--- src/rtl/ptp_tsu_pkg.sv ---
package ptp_tsu_pkg;

  typedef enum logic [1:0] {
    OP_NONE = 2'b00,
    OP_ONE  = 2'b01,
    OP_TWO  = 2'b10,
    OP_RSVD = 2'b11
  } ptp_op_e;

  typedef struct packed {
    logic take_ts;
    logic two_step;
  } op_act_t;

  function automatic op_act_t decode_op(input logic [1:0] code);
    op_act_t a;
    a = '0;
    unique case (code)
      OP_ONE:  a.take_ts = 1'b1;
      OP_TWO:  begin a.take_ts = 1'b1; a.two_step = 1'b1; end
      default: a = '0;
    endcase
    return a;
  endfunction

endpackage

--- src/rtl/tsu_tag_fifo.sv ---
module tsu_tag_fifo #(
  parameter int DEPTH = 8,
  parameter int WIDTH = 18
) (
  input  logic             clk,
  input  logic             rst_n,
  input  logic             push,
  input  logic [WIDTH-1:0] din,
  input  logic             pop,
  output logic [WIDTH-1:0] dout,
  output logic             empty,
  output logic             full,
  output logic [$clog2(DEPTH+1)-1:0] count,
  output logic             wr_err,
  output logic             rd_err
);
  localparam int AW = (DEPTH > 1) ? $clog2(DEPTH) : 1;
  localparam int CW = $clog2(DEPTH + 1);
  localparam logic [AW-1:0] LAST = AW'(DEPTH - 1);

  logic [WIDTH-1:0] mem [DEPTH];
  logic [AW-1:0] wr_ptr_q, wr_ptr_d, rd_ptr_q, rd_ptr_d;
  logic [CW-1:0] cnt_q, cnt_d;
  logic          wr_err_q, wr_err_d, rd_err_q, rd_err_d;
  logic          pop_ok, push_ok;

  assign empty  = (cnt_q == '0);
  assign full   = (cnt_q == CW'(DEPTH));
  assign pop_ok  = pop && !empty;
  assign push_ok = push && (!full || pop_ok);

  always_comb begin
    wr_ptr_d = wr_ptr_q;
    rd_ptr_d = rd_ptr_q;
    cnt_d    = cnt_q;
    wr_err_d = wr_err_q;
    rd_err_d = rd_err_q;
    if (push_ok) wr_ptr_d = (wr_ptr_q == LAST) ? '0 : wr_ptr_q + 1'b1;
    if (pop_ok)  rd_ptr_d = (rd_ptr_q == LAST) ? '0 : rd_ptr_q + 1'b1;
    case ({push_ok, pop_ok})
      2'b10:   cnt_d = cnt_q + 1'b1;
      2'b01:   cnt_d = cnt_q - 1'b1;
      default: cnt_d = cnt_q;
    endcase
    if (push && !push_ok) wr_err_d = 1'b1;
    if (pop && !pop_ok)   rd_err_d = 1'b1;
  end

  always_ff @(posedge clk or negedge rst_n) begin
    if (!rst_n) begin
      wr_ptr_q <= '0;
      rd_ptr_q <= '0;
      cnt_q    <= '0;
      wr_err_q <= 1'b0;
      rd_err_q <= 1'b0;
    end else begin
      wr_ptr_q <= wr_ptr_d;
      rd_ptr_q <= rd_ptr_d;
      cnt_q    <= cnt_d;
      wr_err_q <= wr_err_d;
      rd_err_q <= rd_err_d;
    end
  end

  always_ff @(posedge clk) begin
    if (push_ok) mem[wr_ptr_q] <= din;
  end

  assign dout   = mem[rd_ptr_q];
  assign count  = cnt_q;
  assign wr_err = wr_err_q;
  assign rd_err = rd_err_q;

endmodule

--- src/rtl/tsu_op_decode.sv ---
module tsu_op_decode (
  input  logic       fire,
  input  logic [1:0] op,
  output logic       take_ts,
  output logic       two_step,
  output logic       one_step
);
  import ptp_tsu_pkg::*;
  op_act_t act;

  always_comb begin
    act      = decode_op(op);
    take_ts  = fire && act.take_ts;
    two_step = fire && act.take_ts && act.two_step;
    one_step = fire && act.take_ts && !act.two_step;
  end
endmodule

--- src/rtl/tsu_report_reg.sv ---
module tsu_report_reg #(
  parameter int TAG_W = 16,
  parameter int TS_W  = 80
) (
  input  logic             clk,
  input  logic             rst_n,
  input  logic             take_ts,
  input  logic             two_step,
  input  logic             one_step,
  input  logic [TAG_W-1:0] tag,
  input  logic [TS_W-1:0]  timer,
  output logic             rpt_valid,
  output logic             ins_valid,
  output logic [TAG_W-1:0] tag_out,
  output logic [TS_W-1:0]  ts_out
);
  logic             rpt_q, ins_q;
  logic [TAG_W-1:0] tag_q, tag_d;
  logic [TS_W-1:0]  ts_q, ts_d;

  always_comb begin
    tag_d = tag_q;
    ts_d  = ts_q;
    if (take_ts) begin
      tag_d = tag;
      ts_d  = timer;
    end
  end

  always_ff @(posedge clk or negedge rst_n) begin
    if (!rst_n) begin
      rpt_q <= 1'b0;
      ins_q <= 1'b0;
      tag_q <= '0;
      ts_q  <= '0;
    end else begin
      rpt_q <= two_step;
      ins_q <= one_step;
      if (take_ts) begin
        tag_q <= tag_d;
        ts_q  <= ts_d;
      end
    end
  end

  assign rpt_valid = rpt_q;
  assign ins_valid = ins_q;
  assign tag_out   = tag_q;
  assign ts_out    = ts_q;
endmodule

--- src/rtl/ptp_tx_tsu.sv ---
module ptp_tx_tsu #(
  parameter int TAG_W      = 16,
  parameter int TS_W       = 80,
  parameter int FIFO_DEPTH = 8
) (
  input  logic             clk,
  input  logic             rst_n,
  input  logic             req_sop,
  input  logic [1:0]       req_op,
  input  logic [TAG_W-1:0] req_tag,
  input  logic             cap_sop,
  input  logic [TS_W-1:0]  timer_in,
  output logic             rpt_valid,
  output logic             ins_valid,
  output logic [TAG_W-1:0] tag_out,
  output logic [TS_W-1:0]  ts_out,
  output logic             fifo_wr_err,
  output logic             fifo_rd_err
);
  localparam int EW = TAG_W + 2;
  localparam int CW = $clog2(FIFO_DEPTH + 1);

  logic [EW-1:0] head;
  logic          fifo_empty, fifo_full;
  logic [CW-1:0] fifo_count;
  logic          cap_fire, take_ts, two_step, one_step;

  tsu_tag_fifo #(.DEPTH(FIFO_DEPTH), .WIDTH(EW)) u_fifo (
    .clk    (clk),
    .rst_n  (rst_n),
    .push   (req_sop),
    .din    ({req_op, req_tag}),
    .pop    (cap_sop),
    .dout   (head),
    .empty  (fifo_empty),
    .full   (fifo_full),
    .count  (fifo_count),
    .wr_err (fifo_wr_err),
    .rd_err (fifo_rd_err)
  );

  assign cap_fire = cap_sop && !fifo_empty;

  tsu_op_decode u_dec (
    .fire     (cap_fire),
    .op       (head[EW-1 -: 2]),
    .take_ts  (take_ts),
    .two_step (two_step),
    .one_step (one_step)
  );

  tsu_report_reg #(.TAG_W(TAG_W), .TS_W(TS_W)) u_rpt (
    .clk       (clk),
    .rst_n     (rst_n),
    .take_ts   (take_ts),
    .two_step  (two_step),
    .one_step  (one_step),
    .tag       (head[TAG_W-1:0]),
    .timer     (timer_in),
    .rpt_valid (rpt_valid),
    .ins_valid (ins_valid),
    .tag_out   (tag_out),
    .ts_out    (ts_out)
  );
endmodule

--- config.mk ---
export PLATFORM = sky130hd
export DESIGN_NAME = ptp_tx_tsu
export DESIGN_NICKNAME = d
export VERILOG_FILES = /design/src/rtl/ptp_tsu_pkg.sv /design/src/rtl/tsu_tag_fifo.sv /design/src/rtl/tsu_op_decode.sv /design/src/rtl/tsu_report_reg.sv /design/src/rtl/ptp_tx_tsu.sv
export SDC_FILE = /design/constraint.sdc
export NUM_CORES = 1
export LEC_CHECK = 0
export ABC_CLOCK_PERIOD_IN_PS = 4200
export CAP_MARGIN = 20
export CORE_MARGIN = 5
export CORE_UTILIZATION = 51
export DETAILED_ROUTE_END_ITERATION = 12
export PLACE_DENSITY = 0.8
export SKIP_CTS_REPAIR_TIMING = 1
export SYNTH_ARGS = -nofsm -noshare
export SYNTH_HDL_FRONTEND = slang
export SYNTH_SLANG_ARGS = --single-unit
export TNS_END_PERCENT = 10
--- constraint.sdc ---
create_clock -name clk -period 4.2 [get_ports clk]
set_clock_uncertainty 0.1 [all_clocks]
set_input_delay 0.84 -clock clk [delete_from_list [all_inputs] [get_ports clk]]
set_output_delay 0.84 -clock clk [all_outputs]
set_load 0.02 [all_outputs]
Yosys cells after proc, flatten, opt, wreduce, memory -nomap -nowiden. Memories as Yosys holds them, arrays and structs flattened. Cells that the tools add are included.

Mux-type cells: 7. Reduce and logical (&&, ||, !) cells: 16. Add/subtract/negate cells: 4. Eq/ne operators: 7.

Operators by type and width (count): one-hot mux 4 bit (2 select lines) (1); logical AND 1 bit (7); adder 3 x 1 -> 3 bit, second input constant (2); == test 3 bit, second input constant (2); two-way mux 3 bit (2); zero test 1 bit (5); adder 4 x 1 -> 4 bit, second input constant (1); == test 2 x 1 -> 1 bit, second input constant (2); == test 2 bit, second input constant (2); == test 4 bit, second input constant (1); zero test 4 bit (1); two-way mux 1 bit (4); subtractor 4 x 1 -> 4 bit, second input constant (1); nonzero test 2 bit (1); OR reduction 2 bit (1); logical OR 1 bit (1).

Memories kept: 1. RAM bits: 144. Logic and storage cells: 44. Register bits: 110. Bits of input ports: 102. Output and inout port bits: 100.

Memory list: u_fifo.mem (words 8, bits a word 18, rd ports 1, clocked after memory_dff 0, write ports 1, RTL line tsu_tag_fifo.sv:21) `logic [WIDTH-1:0] mem [DEPTH];`.

Logic depth before layout (Yosys ltp).
Depth after elaboration: 7. Depth in mapped cells: 11. Gate-level depth less buffers: 9.

Modules after synthesis. A second synthesis with hierarchy kept.

Cells, all modules: 496. Area total of the unflattened synthesis: 10074.7 um^2.

Modules (own cells, without submodules): tsu_tag_fifo (seq. area each 4624.4 um^2, times used 1, cells an instance 285, area each 6207.2 um^2); tsu_report_reg (seq. area each 2452.4 um^2, times used 1, cells an instance 205, area each 3814.9 um^2); tsu_op_decode (seq. area each 0.0 um^2, times used 1, cells an instance 5, area each 38.8 um^2); ptp_tx_tsu (seq. area each 0.0 um^2, times used 1, cells an instance 1, area each 13.8 um^2).

Worst setup path before layout. No wires, ideal clock.

Kind: input port to flip-flop. Start: input cap_sop. End: memory u_fifo.mem[0][0] (enable). Stages: 3. Library setup time: 0.439 ns. Required time: 3.661 ns. Path buffers: 0. Setup slack: 0.780 ns. Arrival time: 2.881 ns. Cell sequence: nand2b_1 o21ai_4 nor4_1.

Cells in the longest elaborated chain, start to end: 5.

Ends and longest elaborated chain: start, declared (RTL line ptp_tx_tsu.sv:11) `input logic cap_sop,`; logical AND 1 bit (RTL line tsu_tag_fifo.sv:29) `assign pop_ok = pop && !empty;`; logical OR 1 bit (RTL line tsu_tag_fifo.sv:30) `assign push_ok = push && (!full || pop_ok);`; logical AND 1 bit (RTL line tsu_tag_fifo.sv:30); two-way mux 1 bit (RTL line tsu_tag_fifo.sv:66) `if (push_ok) mem[wr_ptr_q] <= din;`; two-way mux 1 bit (implied by the code) (RTL line tsu_tag_fifo.sv:66); end, declared (RTL line tsu_tag_fifo.sv:21).

No other way between the ends.

Final worst setup path.
Start: register u_fifo.rd_ptr_q[0]. End: register u_rpt.ts_q[31], in the netlist u_rpt.ts_out[31].

Cells in the longest elaborated chain, start to end: 5. Elaborated cells on any way between the ends: 6. Those cells by class: eq/ne: 2; mux: 1; reduce/logical: 2; memory: 1.

Ends and longest elaborated chain: start, declared (RTL line tsu_tag_fifo.sv:22) `logic [AW-1:0] wr_ptr_q, wr_ptr_d, rd_ptr_q, rd_ptr_d;`; start signal, assigned (RTL line tsu_tag_fifo.sv:58) `rd_ptr_q <= rd_ptr_d;`; memory read (8 x 18 bit) *; == test 2 x 1 -> 1 bit / == test 2 bit (equally long branches) (RTL line ptp_tsu_pkg.sv:18) `unique case (code)`; OR reduction 2 bit (no source line) *; two-way mux 1 bit * (RTL line ptp_tsu_pkg.sv:18); logical AND 1 bit * (RTL line tsu_op_decode.sv:13) `take_ts = fire && act.take_ts;`; end signal, assigned (RTL line tsu_report_reg.sv:41) `ts_q <= ts_d;`; end, declared (RTL line tsu_report_reg.sv:19) `logic [TS_W-1:0] ts_q, ts_d;`.

Every way passes the cells marked *; elsewhere a longest branch is shown, timed or not. A chain may end at the register's enable or synchronous reset.

==> out/summary.txt <==
Chip Height: 149 um
Worst-Skew Late Latency: 0.51 ns
via count: 6452
worst path bufs/invs: 1
share of layout cells above drive strength 1: 8.02%
CTS buffer count: 26
crit path DAT: 3.53 ns
Switching Power: 0.00382 W
internal power: 0.00650 W
Tcrit/Tclk final: 75.7%
Main synth FF type: edfxtp_1
Synth Register Bits: 254
Port Buffers: 201
Final ANT Viol Nets: 0
Reg clk slew, reported paths: 0.06 ns
fmax: 315 MHz
slew margin rel.: 37.5%
final setup violation count: 0
Synth Area per Inst: 13.2 um^2
Final Wtd Congestion: 0.839
crit start category: register
Syn Inst Count: 745
total power: 0.0103 W
Distinct cells, synth: 32
synth top area cells: edfxtp_1 44%, dfrtp_1 28%, nand2_1 11%
Mapped Area: 0.00983 mm^2
core region area: 0.0188 mm^2
CTS Root Cell: clkbuf_16
Placed Area: 0.0122 mm^2
GRT overflow: 0
M1 GR Usage: 25.9%
Slew @ Worst Pin: 0.934 ns
cell mode on critical path: nand2_1
Setup WS pre-CTS: 0.952 ns
Max VDD drop: 0.482 mV
top fanout value on the critical path: 73
Sw Ratio: 37.0%
initial antenna violation count: 0
gr usage total: 20.8%
clk sink count: 254
GR Util met2: 37.0%
Worst Reg2Reg Path Length in Cells: 7
vias in the first global route: 6419
RSZ-0062 raised after global routing: no
Pre-antenna DRT Iters: 5
routed len/inst: 19.0 um
Worst Setup End Kind: register
first-pass GRT wire length: 35.9 mm
Die Wd: 149 um
slowest cell delay on critical path: 0.64 ns
post-route setup TNS: 0 ns
H-tree levels: 1
Hold WC Path Type: primary input to async pin
delay-heaviest family, CP: multiplexers
row count: 50
worst path cell trace: mux4_2 > mux2_2 > ha_1 > nor2_4 > buf_12 > nand2_1 > nand2_1
DR iter-0 viols: 326
CP Class: register to register
register area share after synthesis: 72.0%
Ports: 202
yosys warns: 0
CP max-delay cell: dfrtp_4
Critical Path RT: 4.55 ns
Synth area leader: edfxtp_1
async set-reset flop share out of synthesis: 43.3%
diode count: 0
largest net degree at the start of global routing: 74
EDFF count, synth: 144
Clk pwr share: 21.6%
logic depth of the worst path, buffers included: 7
global route hottest layer: met2
clk buf depth: 3
total wire length: 23.4 mm
DIE AREA: 0.0222 mm^2
status: complete, no violations
final-report hold violation count: 0
area grow syn2layout: 32.3%
Residual DRC: 0
Comb pwr share: 41.2%
Post-layout nets: 1065
Final Max Tran Viols: 0
PD cells: 794 mW/mm^2
Mapped Nets: 855
Post-DP HPWL: 15.4 mm
fin area: 0.0130 mm^2
Initial Util: 52.2%
CTS tree: done
Synth top area share: 44.0%
leakage power: 5.42 nW
minimum clock period: 3.18 ns
Setup WS post-layout: 1.02 ns
GR Util met3: 4.53%
Max-Cap Viols: 0
via/cell ratio: 5.23
sequential group share of total power: 37.2%
[cell usage after synthesis, types with 7 or more instances]
cell,count
mux2i_1,65
clkbuf_1,13
nor2_1,9
nand2_1,279
a22oi_1,32
nor3_1,7
ha_1,8
buf_2,19
dfrtp_1,110
nand3_1,17
edfxtp_1,144
[placed cells by master (no fill, tap or decap), types with 2 or more instances in the layout]
master / Yosys / layout
nand2_1: 279 / 279
clkdlybuf4s50_1: 0 / 200
edfxtp_1: 144 / 144
dfrtp_1: 110 / 109
mux2i_1: 65 / 65
a22oi_1: 32 / 32
clkbuf_16: 0 / 27
buf_4: 1 / 18
nand3_1: 17 / 17
nor2_1: 9 / 8
ha_1: 8 / 8
clkbuf_8: 0 / 6
nand2b_1: 4 / 4
nor3_2: 0 / 4
mux4_2: 4 / 4
mux2_2: 4 / 4
a21o_1: 4 / 4
clkinv_1: 0 / 4
xor2_1: 3 / 3
nor3_1: 7 / 3
clkbuf_1: 13 / 3
clkinv_2: 0 / 3
and2_1: 2 / 2
nor2b_2: 0 / 2
xnor2_1: 2 / 2
[per-stage QoR]
step	hold WS, ns	std cells	utilization, %
finish	0.301	1233	69.1
global route	0.362	1233	69.1
CTS	0.327	1233	69.1
detailed placement	0.348	1187	64.6
global placement	0.341	1187	64.6
floorplan	0.439	745	-
[power by group through the flow]
stage / logic [W] / clock network [W] / registers (W)
after floorplan: 0.00207 / 0 / 0.00434
after global placement: 0.00422 / 0 / 0.00385
after detailed placement: 0.00431 / 0 / 0.00389
after CTS: 0.00433 / 0.00227 / 0.00385
after global routing: 0.00464 / 0.00239 / 0.00394
final: 0.00426 / 0.00223 / 0.00384
[layout make-up]
cell class              count  area [um^2]
flip-flops and latches    254         7080
clock buffers              36          769
inverters                   1         3.75
well taps                 260          325
clock inverters            10         76.3
multi-input cells         453         2600
fillers                  1251         5820
repair buffers            219         2160
[sequential cells by signal, indices dropped and copies added (netlist names)]
name / count
u_fifo.mem: 144
u_fifo.count: 4
u_rpt.rpt_valid: 1
u_fifo.rd_err: 1
u_fifo.wr_ptr_q: 3
u_rpt.tag_out: 16
u_fifo.wr_err: 1
u_rpt.ts_out: 80
u_fifo.rd_ptr_q: 3
u_rpt.ins_valid: 1
[worst paths after layout]
check                                         from          endpoint  slack, ns
min in group clk                     u_fifo.rd_err     u_fifo.rd_err       0.36
worst max register to register  u_fifo.rd_ptr_q[0]  u_rpt.ts_out[31]       1.02
worst max-delay path            u_fifo.rd_ptr_q[0]  u_rpt.ts_out[31]       1.02
worst min-delay path                         rst_n  u_rpt.ts_out[19]       0.30
worst min register to register       u_fifo.rd_err     u_fifo.rd_err       0.36
max in group asynchronous                    rst_n  u_rpt.ts_out[31]       2.90
[cell families after synthesis]
group           Yosys count  synth area share (%)
buf+inv                  38                  2.04
xor+xnor                  5                 0.445
compound gates           41                  3.41
flops                   254                  72.0
fa+ha+maj                 8                  1.02
mux                      73                  7.99
simple gates            326                  13.1
[metal layers]
layer | vias up | part of all wire, %
met2 | 231 | 50
met3 | 39 | 7.9
li1 | 3015 | -
met5 | - | 0
met1 | 3167 | 39
met4 | 0 | 2.6
Note: power is estimated with default switching activity, not from simulation.
